`src/rtl/aes_step_pkg.sv`:
```
package aes_step_pkg;

   typedef enum logic [1:0] {
      OP_ENC_LAST = 2'b00,
      OP_ENC_MID  = 2'b01,
      OP_DEC_LAST = 2'b10,
      OP_DEC_MID  = 2'b11
   } aes_op_e;

   // multiply by x in GF(2^8) modulo x^8+x^4+x^3+x+1
   function automatic logic [7:0] gf_xt(input logic [7:0] v);
      return {v[6:0], 1'b0} ^ (v[7] ? 8'h1b : 8'h00);
   endfunction

   function automatic logic [7:0] gf_mul(input logic [7:0] a, input logic [7:0] b);
      logic [7:0] acc;
      logic [7:0] pw;
      acc = 8'h00;
      pw  = a;
      for (int k = 0; k < 8; k++) begin
         if (b[k]) acc = acc ^ pw;
         pw = gf_xt(pw);
      end
      return acc;
   endfunction

   // multiplicative inverse as a^254 (0 maps to 0)
   function automatic logic [7:0] gf_inv(input logic [7:0] a);
      logic [7:0] p2, p3, p12, p15, p240, p252;
      p2   = gf_mul(a, a);
      p3   = gf_mul(p2, a);
      p12  = gf_mul(gf_mul(p3, p3), gf_mul(p3, p3));
      p15  = gf_mul(p12, p3);
      p240 = gf_mul(p15, p15);
      p240 = gf_mul(p240, p240);
      p240 = gf_mul(p240, p240);
      p240 = gf_mul(p240, p240);
      p252 = gf_mul(p240, p12);
      return gf_mul(p252, p2);
   endfunction

   function automatic logic [7:0] rotl8(input logic [7:0] v, input int n);
      return (v << n) | (v >> (8 - n));
   endfunction

endpackage

```
`src/rtl/aes_sbox_unit.sv`:
```
module aes_sbox_unit
   import aes_step_pkg::*;
#(
   parameter bit INVERSE = 1'b0
) (
   input  logic [7:0] din,
   output logic [7:0] dout
);
   localparam logic [7:0] FWD_C = 8'h63;
   localparam logic [7:0] INV_C = 8'h05;

   generate
      if (INVERSE) begin : g_inv
         logic [7:0] pre;
         always_comb begin
            pre  = rotl8(din, 1) ^ rotl8(din, 3) ^ rotl8(din, 6) ^ INV_C;
            dout = gf_inv(pre);
         end
      end else begin : g_fwd
         logic [7:0] iv;
         always_comb begin
            iv   = gf_inv(din);
            dout = iv ^ rotl8(iv, 1) ^ rotl8(iv, 2) ^ rotl8(iv, 3)
                   ^ rotl8(iv, 4) ^ FWD_C;
         end
      end
   endgenerate
endmodule

```
`src/rtl/aes_col_expand.sv`:
```
module aes_col_expand
   import aes_step_pkg::*;
#(
   parameter bit INVERSE = 1'b0,
   parameter int NBYTES  = 4
) (
   input  logic [7:0]          s,
   output logic [8*NBYTES-1:0] word
);
   localparam logic [31:0] COEF = INVERSE ? 32'h0B0D090E : 32'h03010102;

   if (NBYTES != 4) begin : g_bad_nbytes
      $error("aes_col_expand: column must be four bytes");
   end

   genvar g;
   generate
      for (g = 0; g < NBYTES; g++) begin : g_lane
         assign word[8*g +: 8] = gf_mul(s, COEF[8*g +: 8]);
      end
   endgenerate
endmodule

```
`src/rtl/aes_byte_step.sv`:
```
module aes_byte_step
   import aes_step_pkg::*;
#(
   parameter int DATA_W  = 32,
   parameter int BYTE_W  = 8,
   parameter bit OUT_REG = 1'b1
) (
   input  logic              clk,
   input  logic              rst_n,
   input  logic              in_valid,
   input  logic [1:0]        opcode,
   input  logic [1:0]        bsel,
   input  logic [DATA_W-1:0] op_a,
   input  logic [DATA_W-1:0] op_b,
   output logic              out_valid,
   output logic [DATA_W-1:0] result
);
   localparam int NBYTES = DATA_W / BYTE_W;
   localparam int SEL_W  = $clog2(NBYTES);

   if (BYTE_W != 8) begin : g_bad_byte
      $error("aes_byte_step: BYTE_W must be 8");
   end
   if (DATA_W != 32) begin : g_bad_width
      $error("aes_byte_step: DATA_W must be 32");
   end
   if (SEL_W != 2) begin : g_bad_sel
      $error("aes_byte_step: byte index must be two bits");
   end

   aes_op_e    op;
   logic [7:0] pick;
   logic [7:0] s_fwd;
   logic [7:0] s_inv;
   logic [DATA_W-1:0] col_fwd;
   logic [DATA_W-1:0] col_inv;
   logic [DATA_W-1:0] word;
   logic [DATA_W-1:0] rot;
   logic [DATA_W-1:0] nxt;

   assign op   = aes_op_e'(opcode);
   assign pick = op_b[{bsel, 3'b000} +: 8];

   aes_sbox_unit #(.INVERSE(1'b0)) u_sb_fwd (.din(pick), .dout(s_fwd));
   aes_sbox_unit #(.INVERSE(1'b1)) u_sb_inv (.din(pick), .dout(s_inv));

   aes_col_expand #(.INVERSE(1'b0), .NBYTES(NBYTES)) u_col_fwd (.s(s_fwd), .word(col_fwd));
   aes_col_expand #(.INVERSE(1'b1), .NBYTES(NBYTES)) u_col_inv (.s(s_inv), .word(col_inv));

   always_comb begin
      unique case (op)
         OP_ENC_LAST: word = {{(DATA_W-8){1'b0}}, s_fwd};
         OP_ENC_MID:  word = col_fwd;
         OP_DEC_LAST: word = {{(DATA_W-8){1'b0}}, s_inv};
         OP_DEC_MID:  word = col_inv;
         default:     word = '0;
      endcase
   end

   // byte rotation left by bsel lanes
   genvar j;
   generate
      for (j = 0; j < NBYTES; j++) begin : g_rot
         logic [SEL_W-1:0] src;
         assign src = SEL_W'(j) - bsel;
         assign rot[8*j +: 8] = word[{src, 3'b000} +: 8];
      end
   endgenerate

   assign nxt = rot ^ op_a;

   generate
      if (OUT_REG) begin : g_reg
         always_ff @(posedge clk or negedge rst_n) begin
            if (!rst_n) begin
               out_valid <= 1'b0;
               result    <= '0;
            end else begin
               out_valid <= in_valid;
               if (in_valid) result <= nxt;
            end
         end
      end else begin : g_comb
         assign out_valid = rst_n & in_valid;
         assign result    = rst_n ? nxt : '0;
      end
   endgenerate
endmodule

```
`config.mk`:
```
export PLATFORM = sky130hd
export DESIGN_NAME = aes_byte_step
export DESIGN_NICKNAME = d
export VERILOG_FILES = /design/src/rtl/aes_step_pkg.sv /design/src/rtl/aes_sbox_unit.sv /design/src/rtl/aes_col_expand.sv /design/src/rtl/aes_byte_step.sv
export SDC_FILE = /design/constraint.sdc
export NUM_CORES = 1
export LEC_CHECK = 0
export ABC_AREA = 1
export CAP_MARGIN = 10
export CORE_UTILIZATION = 35
export DETAILED_ROUTE_END_ITERATION = 6
export HOLD_SLACK_MARGIN = 0.05
export PLACE_DENSITY = 0.48
export SLEW_MARGIN = 20
export SYNTH_ARGS = -nofsm -noshare
export SYNTH_HDL_FRONTEND = slang
export SYNTH_SLANG_ARGS = --single-unit
export TNS_END_PERCENT = 50
```
`constraint.sdc`:
```
create_clock -name clk -period 0.8 [get_ports clk]
set_input_delay 0.2 -clock clk [delete_from_list [all_inputs] [get_ports clk]]
set_output_delay 0.2 -clock clk [all_outputs]
set_load 0.1 [all_outputs]
```
Yosys cells after proc, flatten, opt, wreduce, memory -nomap -nowiden:

Cells that the tools add are included.

* register bits after elaboration: 33
* input port bits: 71
* output and inout bits: 33

* $add $sub $neg: 4
* equal/unequal tests: 3
* shift operators: 5
* muxes and demuxes: 335
* bitwise logic cells: 336
* reduce and logical (&&, ||, !) cells: 1

Operators by type and width (count)
* bitwise XOR 8 bit: 325
* two-way mux 8 bit: 176
* two-way mux 5 bit: 158
* variable part select 32 x 6 -> 8 bit: 5
* one-hot mux 32 bit (4 select lines): 1
* bitwise XOR 32 bit: 1
* bitwise OR 8 x 1 -> 8 bit: 2
* bitwise OR 8 x 3 -> 8 bit: 2
* bitwise OR 8 x 2 -> 8 bit: 1
* bitwise OR 8 x 4 -> 8 bit: 1
* bitwise OR 8 x 6 -> 8 bit: 1
* bitwise XOR 8 x 5 -> 8 bit: 1
* == test 2 bit (second input constant): 2
* NOT 4 bit: 1
* subtractor 1 x 2 -> 2 bit (first input constant): 2
* subtractor 2 bit (first input constant): 2
* == test 2 x 1 -> 1 bit (second input constant): 1
* logical NOT 2 bit: 1
* NOT 2 bit: 1

Depth between registers and ports, before layout:

* depth in word-level cells: 190
* mapped depth: 177
* depth with buffers taken out: 167

Modules after synthesis:

Synthesis repeated with hierarchy kept, for this count alone.

* cells, all modules: 8033
* area total of the unflattened synthesis: 42326.8 µm²

Modules (own cells, without submodules)
* aes_sbox_unit (u_sb_inv): instances 1, cells an instance 3647, area an instance 19656.4 µm², seq. area each 0.0 µm²
* aes_sbox_unit (u_sb_fwd): instances 1, cells an instance 3626, area an instance 18275.0 µm², seq. area each 0.0 µm²
* aes_byte_step: instances 1, cells an instance 585, area an instance 3343.2 µm², seq. area each 825.8 µm²
* aes_col_expand (u_col_inv): instances 1, cells an instance 122, area an instance 715.7 µm², seq. area each 0.0 µm²
* aes_col_expand (u_col_fwd): instances 1, cells an instance 53, area an instance 336.6 µm², seq. area each 0.0 µm²

Worst setup path after synthesis:

No wires, ideal clock.

* path type: input to register
* from: in bsel[1]
* to: reg result[5]
* setup time: 0.120 ns
* arrival: 15.283 ns
* path slack: -14.602 ns
* cell stages on the path: 153
* buffers on the path: 14
* cells stage by stage: buf_6 -> inv_6 -> buf_6 -> nand3_1 -> nand2_1 -> nor2_4 -> nand2_2 -> nand3_2 -> nand2_2 -> inv_2 -> buf_6 -> buf_4 -> buf_2 -> ha_1 -> inv_1 -> nand3_1 -> nand3_1 -> nand2_1 -> [... 117 more ...] -> inv_2 -> nand2_1 -> nand3_1 -> nand3_1 -> nand3_1 -> nand2_4 -> nand2_2 -> nand2_4 -> xor2_1 -> inv_1 -> nor2_1 -> o21ai_2 -> nand2_1 -> nand3_1 -> nand2_1 -> nand2_1 -> nand3_1 -> nand2_1

* cells in the longest elaborated chain, start to end: 182

Ends and longest elaborated chain
* from (decl): RTL line aes_byte_step.sv:12 `input logic [1:0] bsel,`
* variable part select 32 x 6 -> 8 bit: RTL line aes_byte_step.sv:42 `assign pick = op_b[{bsel, 3'b000} +: 8];`
* bitwise OR 8 x 1 -> 8 bit or bitwise OR 8 x 3 -> 8 bit (tied branches): RTL line aes_step_pkg.sv:43 `return (v << n) | (v >> (8 - n));`
* bitwise XOR 8 bit (2 in a row): RTL line aes_sbox_unit.sv:16 `pre = rotl8(din, 1) ^ rotl8(din, 3) ^ rotl8(din, 6) ^ INV_C;`
* NOT 2 bit (no line)
* two-way mux 8 bit: RTL line aes_step_pkg.sv:21 `if (b[k]) acc = acc ^ pw;`
* bitwise XOR 8 bit: RTL line aes_step_pkg.sv:21
* two-way mux 8 bit: RTL line aes_step_pkg.sv:21
* bitwise XOR 8 bit: RTL line aes_step_pkg.sv:21
* [... 164 more ...]
* two-way mux 8 bit: RTL line aes_step_pkg.sv:21
* bitwise XOR 8 bit: RTL line aes_step_pkg.sv:12 `return {v[6:0], 1'b0} ^ (v[7] ? 8'h1b : 8'h00);`
* two-way mux 5 bit: RTL line aes_step_pkg.sv:12
* bitwise XOR 8 bit (2 in a row): RTL line aes_step_pkg.sv:12
* bitwise XOR 8 bit: RTL line aes_step_pkg.sv:21
* one-hot mux 32 bit (4 select lines): RTL line aes_byte_step.sv:51 `unique case (op)`
* variable part select 32 x 6 -> 8 bit (*): RTL line aes_byte_step.sv:66 `assign rot[8*j +: 8] = word[{src, 3'b000} +: 8];`
* bitwise XOR 32 bit (*): RTL line aes_byte_step.sv:70 `assign nxt = rot ^ op_a;`
* to (signal assigned): RTL line aes_byte_step.sv:80 `if (in_valid) result <= nxt;`
* to (decl): RTL line aes_byte_step.sv:16 `output logic [DATA_W-1:0] result`

Every way passes the cells marked *; elsewhere a longest branch is shown, timed or not.
A chain may end at the register's enable or synchronous reset.

Worst setup path in the final report:

* from: in op_b[2]
* to: reg result[3]

* cells in the longest elaborated chain, start to end: 181

Ends and longest elaborated chain
* from (decl): RTL line aes_byte_step.sv:14 `input logic [DATA_W-1:0] op_b,`
* variable part select 32 x 6 -> 8 bit (*): RTL line aes_byte_step.sv:42
* bitwise OR 8 x 3 -> 8 bit or bitwise OR 8 x 6 -> 8 bit (tied branches): RTL line aes_step_pkg.sv:43
* bitwise XOR 8 bit: RTL line aes_sbox_unit.sv:16
* bitwise XOR 8 bit or NOT 2 bit (tied branches)
* bitwise XOR 8 bit or two-way mux 8 bit (tied branches): RTL line aes_step_pkg.sv:12, aes_step_pkg.sv:21
* bitwise XOR 8 bit: RTL line aes_step_pkg.sv:21
* two-way mux 8 bit: RTL line aes_step_pkg.sv:21
* bitwise XOR 8 bit: RTL line aes_step_pkg.sv:21
* [... 165 more ...]
* bitwise XOR 8 bit: RTL line aes_step_pkg.sv:12
* two-way mux 5 bit or bitwise XOR 8 bit (tied branches): RTL line aes_step_pkg.sv:12
* bitwise XOR 8 bit or two-way mux 5 bit (tied branches): RTL line aes_step_pkg.sv:12
* bitwise XOR 8 bit, on equally long branches: RTL line aes_step_pkg.sv:21, aes_step_pkg.sv:12
* bitwise XOR 8 bit: RTL line aes_step_pkg.sv:21
* one-hot mux 32 bit (4 select lines) (*): RTL line aes_byte_step.sv:51
* variable part select 32 x 6 -> 8 bit (*): RTL line aes_byte_step.sv:66
* bitwise XOR 32 bit (*): RTL line aes_byte_step.sv:70

Marked as above.

==> impl_metrics.ini <==
[clock_network]
clk_latency_ns = 0.28
htree_levels = 2
cts_root_buffer = clkbuf_16
ctsHoldBuffers = 0
numClockSinks = 33
clkTransAtPathRegs_ns = 0.05
numCtsBuffers = 5
cts_tree = yes
cts_buffer_depth = 2

[sta]
max_freq_ghz = 0.06448
finalClockSkew_ns = 0
tightest_slew_ns = 0.4697
holdWs_ns = 0.2774
setup_viol = 65
fin_crit_sh_pct = 1939
tns_ns = -477.21
final-hold-violation-count = 0
rsz0062_at_grt = true
fin_ws_ns = -14.71
drv_slew = 0
layout_min_cycle_time_ns = 15.51
relSlewSlack_pct = 68.58

[grt]
grt_first_pass_wirelength_mm = 273.7
grt_overflow = 0
grt_pass1_vias = 54060
antenna_found_initial = 0
grt_max_degree = 38
grt_usage_pct = 26.51

[synthesis]
synthTopCellsByArea = nand2_1 (35%), nand3_1 (22%), nand2_2 (7.7%)
ys_types = 55
syn_avg_cell_area_um2 = 4.824
ys_ff_latch = 33
synth_edf_count = 0
yosysTopAreaCell = nand2_1
synth_area_mm2 = 0.04264
synthFlopType = dfrtp_1
ys_seq_area_share_pct = 1.937
synthArstFlopShare_pct = 100.0
synthTopCellsByCount = nand2_1 (3969), nand3_1 (1836), inv_1 (870)
synthCells = 8840
synth_top_area_share_pct = 34.94
yosys_warnings = 0
yosysMostFrequentCell = nand2_1
syn-num-nets = 8927

[placed_design]
port_buffers = 103
hpwl_mm = 136.8
gp_congestion = 0.9393
place_area_mm2 = 0.05516
dp_cells = 11670

[die]
die_area_mm2 = 0.1232
fp.dieW_um = 351.0
rows = 127
die_h_um = 351.0
ioPinCount = 104
core_mm2 = 0.1203
start_util_pct = 35.45

[flow_run]
drv_cap = 0

[routing]
via_per_inst = 5.009
drtIter0Drc = 4086
ant_nets = 0
first_pass_iters = 7
dr_total_vias = 60130
drc = 0
wl_per_cell_um = 14.42
routed_wl_mm = 173.1

[outcome]
violations = setup timing
status = finished, violations left

[worst_setup_path]
crit_family = buffers and inverters
critPathKind = in -> reg
crit_required_ns = 1.01
startpoint_type = input port
crit_path_end_kind = flop
cp_slowest_cell = clkdlybuf4s50_1
cp_slowest_stage_delay_ns = 0.43
worst-path-buf-inv = 69
cp_max_fo = 7
crit_path_frequent_cell = buf_4
worstPathArrival_ns = 15.72

[final_layout]
nNetsFinal = 10480
seqCellArea_um2 = 825.8
fill_cells = 12580
finalInstanceArea_mm2 = 0.06505
multiInputGateArea_mm2 = 0.04315
syn2layout_area_growth_pct = 52.55
n_antenna_cell = 0
fin_cells = 12000
drive_above_1_share_pct = 40.25

[hold_path]
hp-class = in -> async
## flip-flops by register name, summed over array words and instances (netlist names)
register / cells
result: 32
out_valid: 1
## path summary, 6_finish.rpt
kind | from | endpoint | slack (ns) | cells after the start
min in group clk | in_valid | out_valid$_DFF_PN0_ | 0.50 | 1
setup / recovery | op_b[2] | result[3]$_DFFE_PN0P_ | -14.71 | 139
hold / removal | rst_n | out_valid$_DFF_PN0_ | 0.28 | 2
setup reg to reg | result[3]$_DFFE_PN0P_ | result[3]$_DFFE_PN0P_ | 0.11 | 2
max in group asynchronous | rst_n | result[14]$_DFFE_PN0P_ | 0.33 | 2
hold reg to reg | result[0]$_DFFE_PN0P_ | result[0]$_DFFE_PN0P_ | 0.54 | 2
## per-layer routing
metal	GRT usage (%)	vias to the layer above	part of all wire, %
li1	-	30990	-
met1	37.96	27520	48
met2	44.37	1433	46
met3	1.179	183	4.7
met4	3.770	0	1.6
met5	0	-	0
## placed cells by master, fill, tap and decap left out, drive strengths merged, types with 2 or more instances in the layout
cell / n
a31oi: 2
buf: 1667
nand2: 4675
dfrtp: 33
nand3: 1975
a21oi: 52
clkbuf: 5
xor2: 56
clkinv: 38
o211ai: 5
a21o: 2
o21ai: 87
nand3b: 68
dlymetal6s2s: 2
nor2: 415
xnor2: 39
ha: 16
o21bai: 4
or2: 6
nand4: 86
nor3: 2
inv: 1083
clkdlybuf4s50: 65
## final cells by class
| type | count | area share [%] |
|---|---|---|
| clock buffer | 5 | 0.1923 |
| sequential | 33 | 1.270 |
| inverter | 1120 | 6.800 |
| timing repair buffer | 1736 | 22.29 |
| tap | 1612 | 3.101 |
| clock inverter | 1 | 0.007694 |
| multi-input combinational | 7495 | 66.33 |
| timing repair inverter | 1 | 0.01154 |
## cell families (layout without fill, tap and decap cells)
| kind of cell | after synthesis | in the layout | share of synthesized area, % |
|---|---|---|---|
| and+or+nand+nor | 7214 | 7227 | 78.97 |
| buffers and inverters | 1325 | 2863 | 14.42 |
| AOI/OAI and AO/OA | 156 | 156 | 2.022 |
| xor gates and xnor gates | 96 | 96 | 2.180 |
| DFF | 33 | 33 | 1.937 |
| adders and majority gates | 16 | 16 | 0.4695 |
## repair_timing
item / 4_1_cts / 5_1_grt
pin swaps: 253 / 378
endpoints found under the setup margin: 65 / 65
setup buffers: 197 / 121
resized for setup: 927 / 871
cloned: 12 / 3
## through the flow
stage	setup WS (ns)	util, %
CTS	-14.07	50.37
global route	-15.61	54.08
finish	-14.71	54.08
floorplan	-13.36	-
global placement	-15.50	45.86
detailed placement	-15.57	45.86
Power is not shown: default switching activity piles up to over one toggle a cycle in this logic, so the estimate is an artifact.
